### src/rtl/regshift_pkg.sv
package regshift_pkg;

   typedef enum logic [1:0] {
      SK_LSL = 2'b00,
      SK_LSR = 2'b01,
      SK_ASR = 2'b10,
      SK_ROR = 2'b11
   } shift_kind_e;

   typedef struct packed {
      logic is_zero;
      logic in_range;
      logic eq_width;
      logic over_width;
      logic rot_zero;
   } amt_class_t;

endpackage

### src/rtl/regshift_operand.sv
module regshift_operand #(
   parameter int DATA_W = 32,
   parameter int PC_ADJ = 4
) (
   input  logic [DATA_W-1:0] raw_val,
   input  logic              raw_is_pc,
   output logic [DATA_W-1:0] op_val
);
   localparam logic [DATA_W-1:0] ADJ_V = DATA_W'(PC_ADJ);

   assign op_val = raw_is_pc ? (raw_val + ADJ_V) : raw_val;
endmodule

### src/rtl/regshift_amt_class.sv
module regshift_amt_class
   import regshift_pkg::*;
#(
   parameter int DATA_W = 32,
   parameter int AMT_W  = 8
) (
   input  logic [AMT_W-1:0] amt,
   output amt_class_t       cls
);
   localparam int SH_W = $clog2(DATA_W);
   localparam logic [AMT_W-1:0] WIDTH_V = AMT_W'(DATA_W);

   always_comb begin
      cls.is_zero    = (amt == '0);
      cls.eq_width   = (amt == WIDTH_V);
      cls.over_width = (amt > WIDTH_V);
      cls.in_range   = !cls.is_zero && (amt < WIDTH_V);
      cls.rot_zero   = (amt[SH_W-1:0] == '0);
   end
endmodule

### src/rtl/regshift_lognet.sv
module regshift_lognet #(
   parameter int DATA_W = 32
) (
   input  logic [DATA_W-1:0]         din,
   input  logic [$clog2(DATA_W)-1:0] sh,
   input  logic                      fill,
   input  logic                      rotate,
   output logic [DATA_W-1:0]         dout,
   output logic                      last_out
);
   localparam int SH_W = $clog2(DATA_W);

   for (genvar s = 0; s < SH_W; s++) begin : g_stage
      localparam int STEP = 1 << s;
      logic [DATA_W-1:0] prev_q;
      logic              prev_c;
      logic [DATA_W-1:0] q;
      logic              c;

      if (s == 0) begin : g_first
         assign prev_q = din;
         assign prev_c = 1'b0;
      end else begin : g_chain
         assign prev_q = g_stage[s-1].q;
         assign prev_c = g_stage[s-1].c;
      end

      always_comb begin
         if (sh[s]) begin
            if (rotate) q = {prev_q[STEP-1:0], prev_q[DATA_W-1:STEP]};
            else        q = {{STEP{fill}}, prev_q[DATA_W-1:STEP]};
            c = prev_q[STEP-1];
         end else begin
            q = prev_q;
            c = prev_c;
         end
      end
   end

   assign dout     = g_stage[SH_W-1].q;
   assign last_out = g_stage[SH_W-1].c;
endmodule

### src/rtl/regshift_barrel.sv
module regshift_barrel
   import regshift_pkg::*;
#(
   parameter int DATA_W = 32,
   parameter int REG_W  = 32,
   parameter int AMT_W  = 8,
   parameter int PC_ADJ = 4
) (
   input  logic [DATA_W-1:0] src_val,
   input  logic              src_is_pc,
   input  logic [REG_W-1:0]  amt_reg,
   input  logic [1:0]        shift_kind,
   input  logic              carry_in,
   output logic [DATA_W-1:0] shifted_val,
   output logic              carry_out
);
   localparam int SH_W = $clog2(DATA_W);

   if ((DATA_W < 2) || ((DATA_W & (DATA_W - 1)) != 0)) begin : g_bad_width
      $error("regshift_barrel: DATA_W must be a power of two of at least 2");
   end
   if (AMT_W <= SH_W) begin : g_bad_amt
      $error("regshift_barrel: AMT_W must exceed log2(DATA_W)");
   end
   if (REG_W <= AMT_W) begin : g_bad_reg
      $error("regshift_barrel: REG_W must exceed AMT_W");
   end

   shift_kind_e       kind;
   logic [AMT_W-1:0]  amt;
   logic              amt_unused_hi;
   logic [DATA_W-1:0] op;
   logic [DATA_W-1:0] op_rev;
   logic [DATA_W-1:0] net_in;
   logic [DATA_W-1:0] net_out;
   logic [DATA_W-1:0] net_rev;
   logic              net_last;
   logic              net_fill;
   amt_class_t        cls;

   assign kind          = shift_kind_e'(shift_kind);
   assign amt           = amt_reg[AMT_W-1:0];
   assign amt_unused_hi = ^amt_reg[REG_W-1:AMT_W];

   regshift_operand #(.DATA_W(DATA_W), .PC_ADJ(PC_ADJ)) u_operand (
      .raw_val   (src_val),
      .raw_is_pc (src_is_pc),
      .op_val    (op)
   );

   regshift_amt_class #(.DATA_W(DATA_W), .AMT_W(AMT_W)) u_class (
      .amt (amt),
      .cls (cls)
   );

   for (genvar i = 0; i < DATA_W; i++) begin : g_rev
      assign op_rev[i]  = op[DATA_W-1-i];
      assign net_rev[i] = net_out[DATA_W-1-i];
   end

   assign net_in   = (kind == SK_LSL) ? op_rev : op;
   assign net_fill = (kind == SK_ASR) ? op[DATA_W-1] : 1'b0;

   regshift_lognet #(.DATA_W(DATA_W)) u_net (
      .din      (net_in),
      .sh       (amt[SH_W-1:0]),
      .fill     (net_fill),
      .rotate   (kind == SK_ROR),
      .dout     (net_out),
      .last_out (net_last)
   );

   always_comb begin
      shifted_val = op;
      carry_out   = carry_in;
      if (!cls.is_zero) begin
         unique case (kind)
            SK_LSL: begin
               if (cls.in_range) begin
                  shifted_val = net_rev;
                  carry_out   = net_last;
               end else begin
                  shifted_val = '0;
                  carry_out   = cls.eq_width ? op[0] : 1'b0;
               end
            end
            SK_LSR: begin
               if (cls.in_range) begin
                  shifted_val = net_out;
                  carry_out   = net_last;
               end else begin
                  shifted_val = '0;
                  carry_out   = cls.eq_width ? op[DATA_W-1] : 1'b0;
               end
            end
            SK_ASR: begin
               if (cls.in_range) begin
                  shifted_val = net_out;
                  carry_out   = net_last;
               end else begin
                  shifted_val = {DATA_W{op[DATA_W-1]}};
                  carry_out   = op[DATA_W-1];
               end
            end
            SK_ROR: begin
               if (cls.rot_zero) begin
                  shifted_val = op;
                  carry_out   = op[DATA_W-1];
               end else begin
                  shifted_val = net_out;
                  carry_out   = net_out[DATA_W-1];
               end
            end
            default: begin
               shifted_val = op;
               carry_out   = carry_in;
            end
         endcase
      end
   end
endmodule

### config.mk
export PLATFORM = sky130hd
export DESIGN_NAME = regshift_barrel
export DESIGN_NICKNAME = d
export VERILOG_FILES = /design/src/rtl/regshift_pkg.sv /design/src/rtl/regshift_operand.sv /design/src/rtl/regshift_amt_class.sv /design/src/rtl/regshift_lognet.sv /design/src/rtl/regshift_barrel.sv
export SDC_FILE = /design/constraint.sdc
export NUM_CORES = 1
export LEC_CHECK = 0
export ABC_AREA = 1
export BUFFER_PORTS_ARGS = -buffer_cell sky130_fd_sc_hd__buf_2
export CORE_AREA = 8 8 112 114
export DETAILED_ROUTE_END_ITERATION = 12
export DIE_AREA = 0 0 120 122
export PLACE_DENSITY = 0.8
export SLEW_MARGIN = 0
export SYNTH_ARGS = -nofsm -noshare
export SYNTH_HDL_FRONTEND = slang
export SYNTH_SLANG_ARGS = --single-unit
### constraint.sdc
create_clock -name vclk -period 2.67
set_input_delay 0.534 -clock vclk [all_inputs]
set_output_delay 0.534 -clock vclk [all_outputs]
set_load 0.005 [all_outputs]
==> results of run 1 <==
-- routing by layer --
metal | global-route usage, % | GRT overflow
met1 | 77.82 | 3
met4 | 85.79 | 90
met2 | 93.47 | 114
met5 | 47.70 | 3
met3 | 74.73 | 13
-- Yosys cell counts (2+ instances only) --
cell,instances,area (sq um)
buf_4,7,52.55
nor2_4,7,78.83
buf_1,3,11.26
clkbuf_1,23,86.33
o21ai_1,24,120.1
clkinv_1,4,15.01
xnor2_1,2,17.52
nand4_1,6,37.54
or2_2,2,12.51
nor2_2,10,62.56
inv_1,67,251.5
nand3_1,347,1737
o21ai_0,28,140.1
nand2_4,3,33.78
nand2_1,492,1847
nor2_8,2,40.04
nand3_2,26,260.3
o211ai_1,2,15.01
o21bai_1,11,82.58
buf_2,36,180.2
nand4_2,2,25.02
a21oi_1,37,185.2
nand3b_1,3,22.52
nand2_2,17,106.4
xor2_1,3,26.28
nor2_1,57,214.0
inv_2,9,33.78
-- cell families after synthesis --
family / Yosys count / share of synthesized area (%)
and+or+nand+nor: 977 / 78.00
buffers and inverters: 151 / 11.15
AOI/OAI and AO/OA: 105 / 9.872
xor gates and xnor gates: 5 / 0.7595
adders and majority gates: 1 / 0.2169
-- timing repair --
item / CTS
pin swaps: 76
endpoints found under the hold margin: 0
gates resized for setup: 260
setup buffers: 20
setup endpoints to repair: 33
-- metrics by stage --
step                setup TNS, ns  hold WS, ns  std cells  util [%]
detailed placement         -28.34        1.360       1598     73.49
floorplan                  -4.201        1.159       1239         -
global placement           -25.87        1.347       1598     73.49
CTS                        -21.32        1.361       1618     84.53
==> out/qor.yml, run 1 <==
syn_nets: 1308
ios: 101
synth.distinct_cells: 36
ys_seq_area_share_pct: 0
grt_max_degree: 37
yosysWarnings: 0
tool.error: "[ERROR GRT-0232] Routing congestion too high. Check the congestion heatmap in the GUI."
die_w_microns: 120
dpl_cell_area_sq_mm: 0.007861
dp_slack_ns: -0.9389
initial_utilization_pct: 53.91
grt-worst-endpoint: "shifted_val[31]"
grt.overflow.total: 223
netlist_area_sq_mm: 0.005767
outcome: "aborted with a tool error"
stop_stage: "5_1_grt"
die_h_microns: 122
synthCells: 1239
place.gp.congestion: 1.085
io_buffers: 77
endpoint_type: "top-level output"
row_count: 38
hpwlAfterDp_mm: 23.99
hold_buffers: 0
avgSynthCellArea_sq_um: 4.654
grt_usage_pct: 81.62
==> inputs of run 2 (changes only) <==
CORE_AREA = 8 8 130 132   (was 8 8 112 114)
DIE_AREA = 0 0 138 140   (was 0 0 120 122)
PLACE_DENSITY = default   (was 0.8)
PLACE_DENSITY_LB_ADDON = 0.15   (was default)
clock period = 3.47 ns   (was 2.67 ns; I/O delays follow)
==> out/qor.yml, run 2 <==
pwr-share-seq_pct: 0
fmax_ghz: 0.2574
io_buffers: 77  # unchanged
final_layout_size_suffix_gt1_share_pct: 43.10
grt_pass1_wl_mm: 47.34
rsz0062_at_grt: "yes"
syn_nets: 1308  # unchanged
combPwrFrac_pct: 100.0
final_common_cell: "nand2_1"
required_ns: 2.78
dr_total_vias: 9297
power.leakage_nw: 4.750
wl_mm: 31.55
max-cap-violations: 0
grt_max_degree: 39
core_area_sq_mm: 0.01486
setup_viol: 33
nClkBuffers: 0
row_count: 45  # +18%
slew_headroom_pct: 55.60
ys_seq_area_share_pct: 0  # unchanged
worst_slew_pin_slew_ns: 0.6609
synthCells: 1239  # unchanged
p_int_uw: 464.4
cp_cell_sequence: "buf_2, nand2_1, nor2_2, nand2_2, nor2_4, nand3_2, nand3_1, nand3_1, nand2_1, nand2_1, nand3_2, nand2_1, nand2_1, nand2_4, o21ai_4, nand3_2, nand2_1, nand3b_1, nand2_2, inv_1, buf_2"
finalCritPeriodShare_pct: 112.0
grt.overflow.total: 0
yosysTopAreaCellShare_pct: 32.02  # unchanged
fin_util_pct: 60.73
fillers: 1598
endpoint: "shifted_val[23]"
finalCriticalPeriod_ns: 3.885
ios: 101  # unchanged
layout.nets: 1521
crit_path_start: "src_val[14]"
drt_iter0_drc: 923
layout_common_cells: "nand2_1 (385), nand3_1 (225), buf_4 (190)"
via_per_inst: 5.676
die_area_sq_mm: 0.01932
netlist_area_sq_mm: 0.005767  # unchanged
synthTopCellsByArea: "nand2_1 (32%), nand3_1 (30%), nand3_2 (4.5%)"
p_sw_uw: 809.4
hpwlAfterDp_mm: 24.98  # +4.1%
drc: 0
critPathKind: "in -> out"
setup_ws_ns: -0.4151
syn_to_final_growth_pct: 56.54
end_kind: "output pin"
fin_setup_tns_ns: -10.61
synth.distinct_cells: 36  # unchanged
netSwitchingFraction_pct: 63.54
powerDensity_mw_per_mm2: 141.1
cpMostUsedCell: "nand2_1"
crit_path_max_fanout: 4
die_h_microns: 140  # +15%
crit_slowest_cell: "nor2_2"
antenna_found_initial: 0
slew_violations: 0
design.seq.count: 0
vdd_drop_max_mv: 0.1099
hold_viol_final: 0
diodes: 0
die_w_microns: 138  # +15%
yosysMostFrequentCell: "nand2_1"
grt_usage_pct: 30.08
critPathMaxStageDelay_ns: 0.19
firstDrtPassIters: 6
hp-class: "in -> out"
synth_top_cell_by_area: "nand2_1"
avgSynthCellArea_sq_um: 4.654  # unchanged
startpoint_type: "input port"
wl_per_cell_microns: 19.26
outcome: "finished with violations"
ff_latch_area_sq_um: 0
arrival_ns: 3.19
yosysWarnings: 0  # unchanged
pwr-share-clk_pct: 0
holdWs_ns: 1.699
ant_nets: 0
initial_utilization_pct: 38.80  # -15 points
place.gp.congestion: 1.005  # -7.4%
grt_pass1_vias: 8497
violations: "negative setup slack"
synthTopCellsByCount: "nand2_1 (492), nand3_1 (347), inv_1 (67)"
-- run 2: cell counts after synthesis --
Identical to the previous run, type by type.
-- run 2: cell type report --
type | instances | area, sq um | share of cell area (%)
well taps | 188 | 235.2 | 2.606
inverters | 80 | 300.3 | 3.326
multi-input cells | 1088 | 6384 | 70.71
repair buffers | 282 | 2108 | 23.35
-- run 2: cell families (layout without fill, tap and decap cells) --
group / count (synthesis) / count (layout) / share of synthesized area (%)
simple gates: 977 / 977 / 78.00
buf+inv: 151 / 362 / 11.15
fa+ha+maj: 1 / 1 / 0.2169
compound gates: 105 / 105 / 9.872
xor+xnor: 5 / 5 / 0.7595
-- run 2: worst min-delay path by stage --
stage,startpoint,end,slack [ns],cells after the start
2_1_floorplan,src_val[0],shifted_val[0],1.49,2
3_3_place_gp,src_val[1],shifted_val[1],1.69,4
3_5_place_dp,src_val[1],shifted_val[1],1.71,4
4_1_cts,src_val[1],shifted_val[1],1.71,4
5_1_grt,src_val[1],shifted_val[1],1.76,4
6_report,src_val[1],shifted_val[1],1.70,4
-- run 2: power groups by stage --
stage / registers (mW) / logic, mW / clock network [mW]
floorplan: 0 / 0.611 / 0
global placement: 0 / 1.06 / 0
detailed placement: 0 / 1.07 / 0
CTS: 0 / 1.14 / 0
global route: 0 / 1.37 / 0
finish: 0 / 1.27 / 0
-- run 2: timing repair --
action                     CTS  global route
resized for setup          135           184
setup buffers                3            11
hold endpoints to repair     0             0
setup endpoints to repair   33            33
pin swaps                   34            78
hold buffers                 0             0
-- run 2: metrics by stage --
| stage | power, mW | area (sq um) | cells | worst slack (ns) |
|---|---|---|---|---|
| 5_1_grt | 1.371 | 9027 | 1638 | -0.5705 |
| 6_report | 1.274 | 9027 | 1638 | -0.4151 |
| 2_1_floorplan | 0.6114 | 5767 | 1239 | 0.2966 |
| 4_1_cts | 1.143 | 8204 | 1627 | -0.3471 |
| 3_3_place_gp | 1.063 | 7642 | 1624 | -0.5599 |
| 3_5_place_dp | 1.068 | 7642 | 1624 | -0.5515 |
-- run 2: per-layer routing --
| metal | vias to the layer above | global-route usage [%] | share of wire (%) |
|---|---|---|---|
| li1 | 4523 | - | - |
| met1 | 4255 | 38.28 | 40 |
| met2 | 427 | 49.87 | 47 |
| met3 | 92 | 2.772 | 7.7 |
| met4 | 0 | 14.82 | 6.0 |
| met5 | - | 0 | 0 |
-- run 2: critical path, delay by kind of cell --
family	cells	cell delay [ns]
AND/OR/NAND/NOR	17	2.03
AO/OA/AOI/OAI	1	0.17
buffers and inverters	3	0.29
No activity file was read; power rests on OpenSTA's default activity.
==> inputs of run 3 (changes only) <==
CELL_PAD_IN_SITES_DETAIL_PLACEMENT = 0   (was default)
CELL_PAD_IN_SITES_GLOBAL_PLACEMENT = 2   (was default)
CORE_AREA = 8 8 161 163   (was 8 8 130 132)
DIE_AREA = 0 0 169 171   (was 0 0 138 140)
clock period = 3.2 ns   (was 3.47 ns; I/O delays follow)
==> out/qor.yml, run 3 (synthesis results as in run 2) <==
outcome: "finished with violations"
violations: "negative setup slack"
max-cap-violations: 0  # unchanged
dpl_cell_area_sq_mm: 0.008056  # +5.4%
antenna_found_initial: 0  # unchanged
grt_max_degree: 37  # -5.1%
multi_input_area_sq_mm: 0.006446  # +0.98%
setup_viol: 33  # unchanged
arrival_ns: 3.21  # +0.02 ns
power.leakage_nw: 4.976  # +4.7%
drc: 0  # unchanged
nClkBuffers: 0  # unchanged
slew_violations: 0  # unchanged
finalCritPeriodShare_pct: 120.2
final_common_cell: "nand2_1"
ios: 101  # unchanged
layout_common_cells: "nand2_1 (395), nand3_1 (226), buf_4 (226)"
vdd_drop_max_mv: 0.09840  # -10%
end_kind: "output pin"
powerDensity_mw_per_mm2: 156.0  # +11%
initial_utilization_pct: 24.79  # -14 points
dp_slack_ns: -0.7776  # -0.2261 ns
required_ns: 2.56  # -0.22 ns
fillers: 2698  # +69%
layout.nets: 1559  # +2.5%
crit_path_max_fanout: 5  # +1
diodes: 0  # unchanged
ff_latch_area_sq_um: 0  # unchanged
die_area_sq_mm: 0.02890  # +50%
final_layout_size_suffix_gt1_share_pct: 43.75  # +0.65 points
dr_total_vias: 9275  # -0.24%
slew_headroom_pct: 34.12  # -21 points
core_area_sq_mm: 0.02326  # +56%
wl_mm: 36.54  # +16%
row_count: 56  # +24%
critPathKind: "in -> out"
grt_usage_pct: 24.60  # -5.5 points
hpwlAfterDp_mm: 29.81  # +19%
total_power_mw: 1.495  # +17%
grt_pass1_wl_mm: 54.45  # +15%
startpoint_type: "input port"
worst_slew_pin_slew_ns: 0.9807  # +0.3198 ns
setup_ws_ns: -0.6451  # -0.2301 ns
rsz0062_at_grt: "yes"
drt_iter0_drc: 863  # -6.5%
io_buffers: 77  # unchanged
place.gp.congestion: 0.9619  # -4.3%
die_w_microns: 169  # +22%
syn_to_final_growth_pct: 66.13
fmax_ghz: 0.2601
firstDrtPassIters: 5  # -1
grt.overflow.total: 0  # unchanged
hold_viol_final: 0  # unchanged
hp-class: "in -> out"
via_per_inst: 5.133  # -9.6%
grt_pass1_vias: 8741  # +2.9%
fin_setup_tns_ns: -18.06  # -7.454 ns
finalCriticalPeriod_ns: 3.845
wl_per_cell_microns: 20.22  # +5.0%
die_h_microns: 171  # +22%
design.seq.count: 0  # unchanged
ant_nets: 0  # unchanged
design_area_sq_mm: 0.009580  # +6.1%
[run 3: worst max-delay path, cell delays in order]
cell and delay, ns:
buf_8 0.08, ha_4 0.14, nand2_4 0.05, nor2_4 0.19, nand3_4 0.19, nor2_4 0.26
nand2_2 0.09, nand2_4 0.11, nand3_4 0.08, nand2_4 0.08, nand2_4 0.06, nand2_4 0.07
nand3_2 0.07, nand2_1 0.07, nand2_1 0.06, nand2_2 0.11, nand2_4 0.07, nand3_4 0.09
nand3_2 0.07, nand2_2 0.08, nand3b_1 0.18, nand2_1 0.16, inv_1 0.05, buf_2 0.12
[run 3: timing repair]
item                       in CTS  in global routing
buffers inserted               12                  9
setup endpoints to repair      33                 33
hold buffers                    0                  0
pin swaps                      38                 65
gates resized for setup       109                218
[run 3: cell type report]
| type | instances | share of cell area, % |
|---|---|---|
| multi-input combinational | 1088 | 67.28 |
| tap | 319 | 4.166 |
| timing repair buffer | 320 | 25.41 |
| inverter | 80 | 3.134 |
[run 3: path summary, 6_finish.rpt]
path,from,to,slack (ns),depth (start not counted)
setup / recovery,src_val[3],shifted_val[23],-0.65,24
hold / removal,src_val[1],shifted_val[1],1.56,4
[run 3: routing by layer]
layer	global-route usage (%)	share of wire (%)	routed length (microns)
met1	32.43	45	16380
met2	43.34	47	17280
met3	1.613	4.9	1806
met4	5.271	2.9	1073
met5	0	0	0
[run 3: stage by stage]
stage	cells	hold WS, ns	utilization, %
after floorplan	1239	1.377	-
after global placement	1786	1.574	34.63
after detailed placement	1786	1.568	34.63
after CTS	1798	1.568	36.77
after global routing	1807	1.600	41.18
final	1807	1.564	41.18
[run 3: power breakdown]
group	internal [mW]	switching, mW
combinational	0.562	0.933
clock	0	0
sequential	0	0
total	0.562	0.933
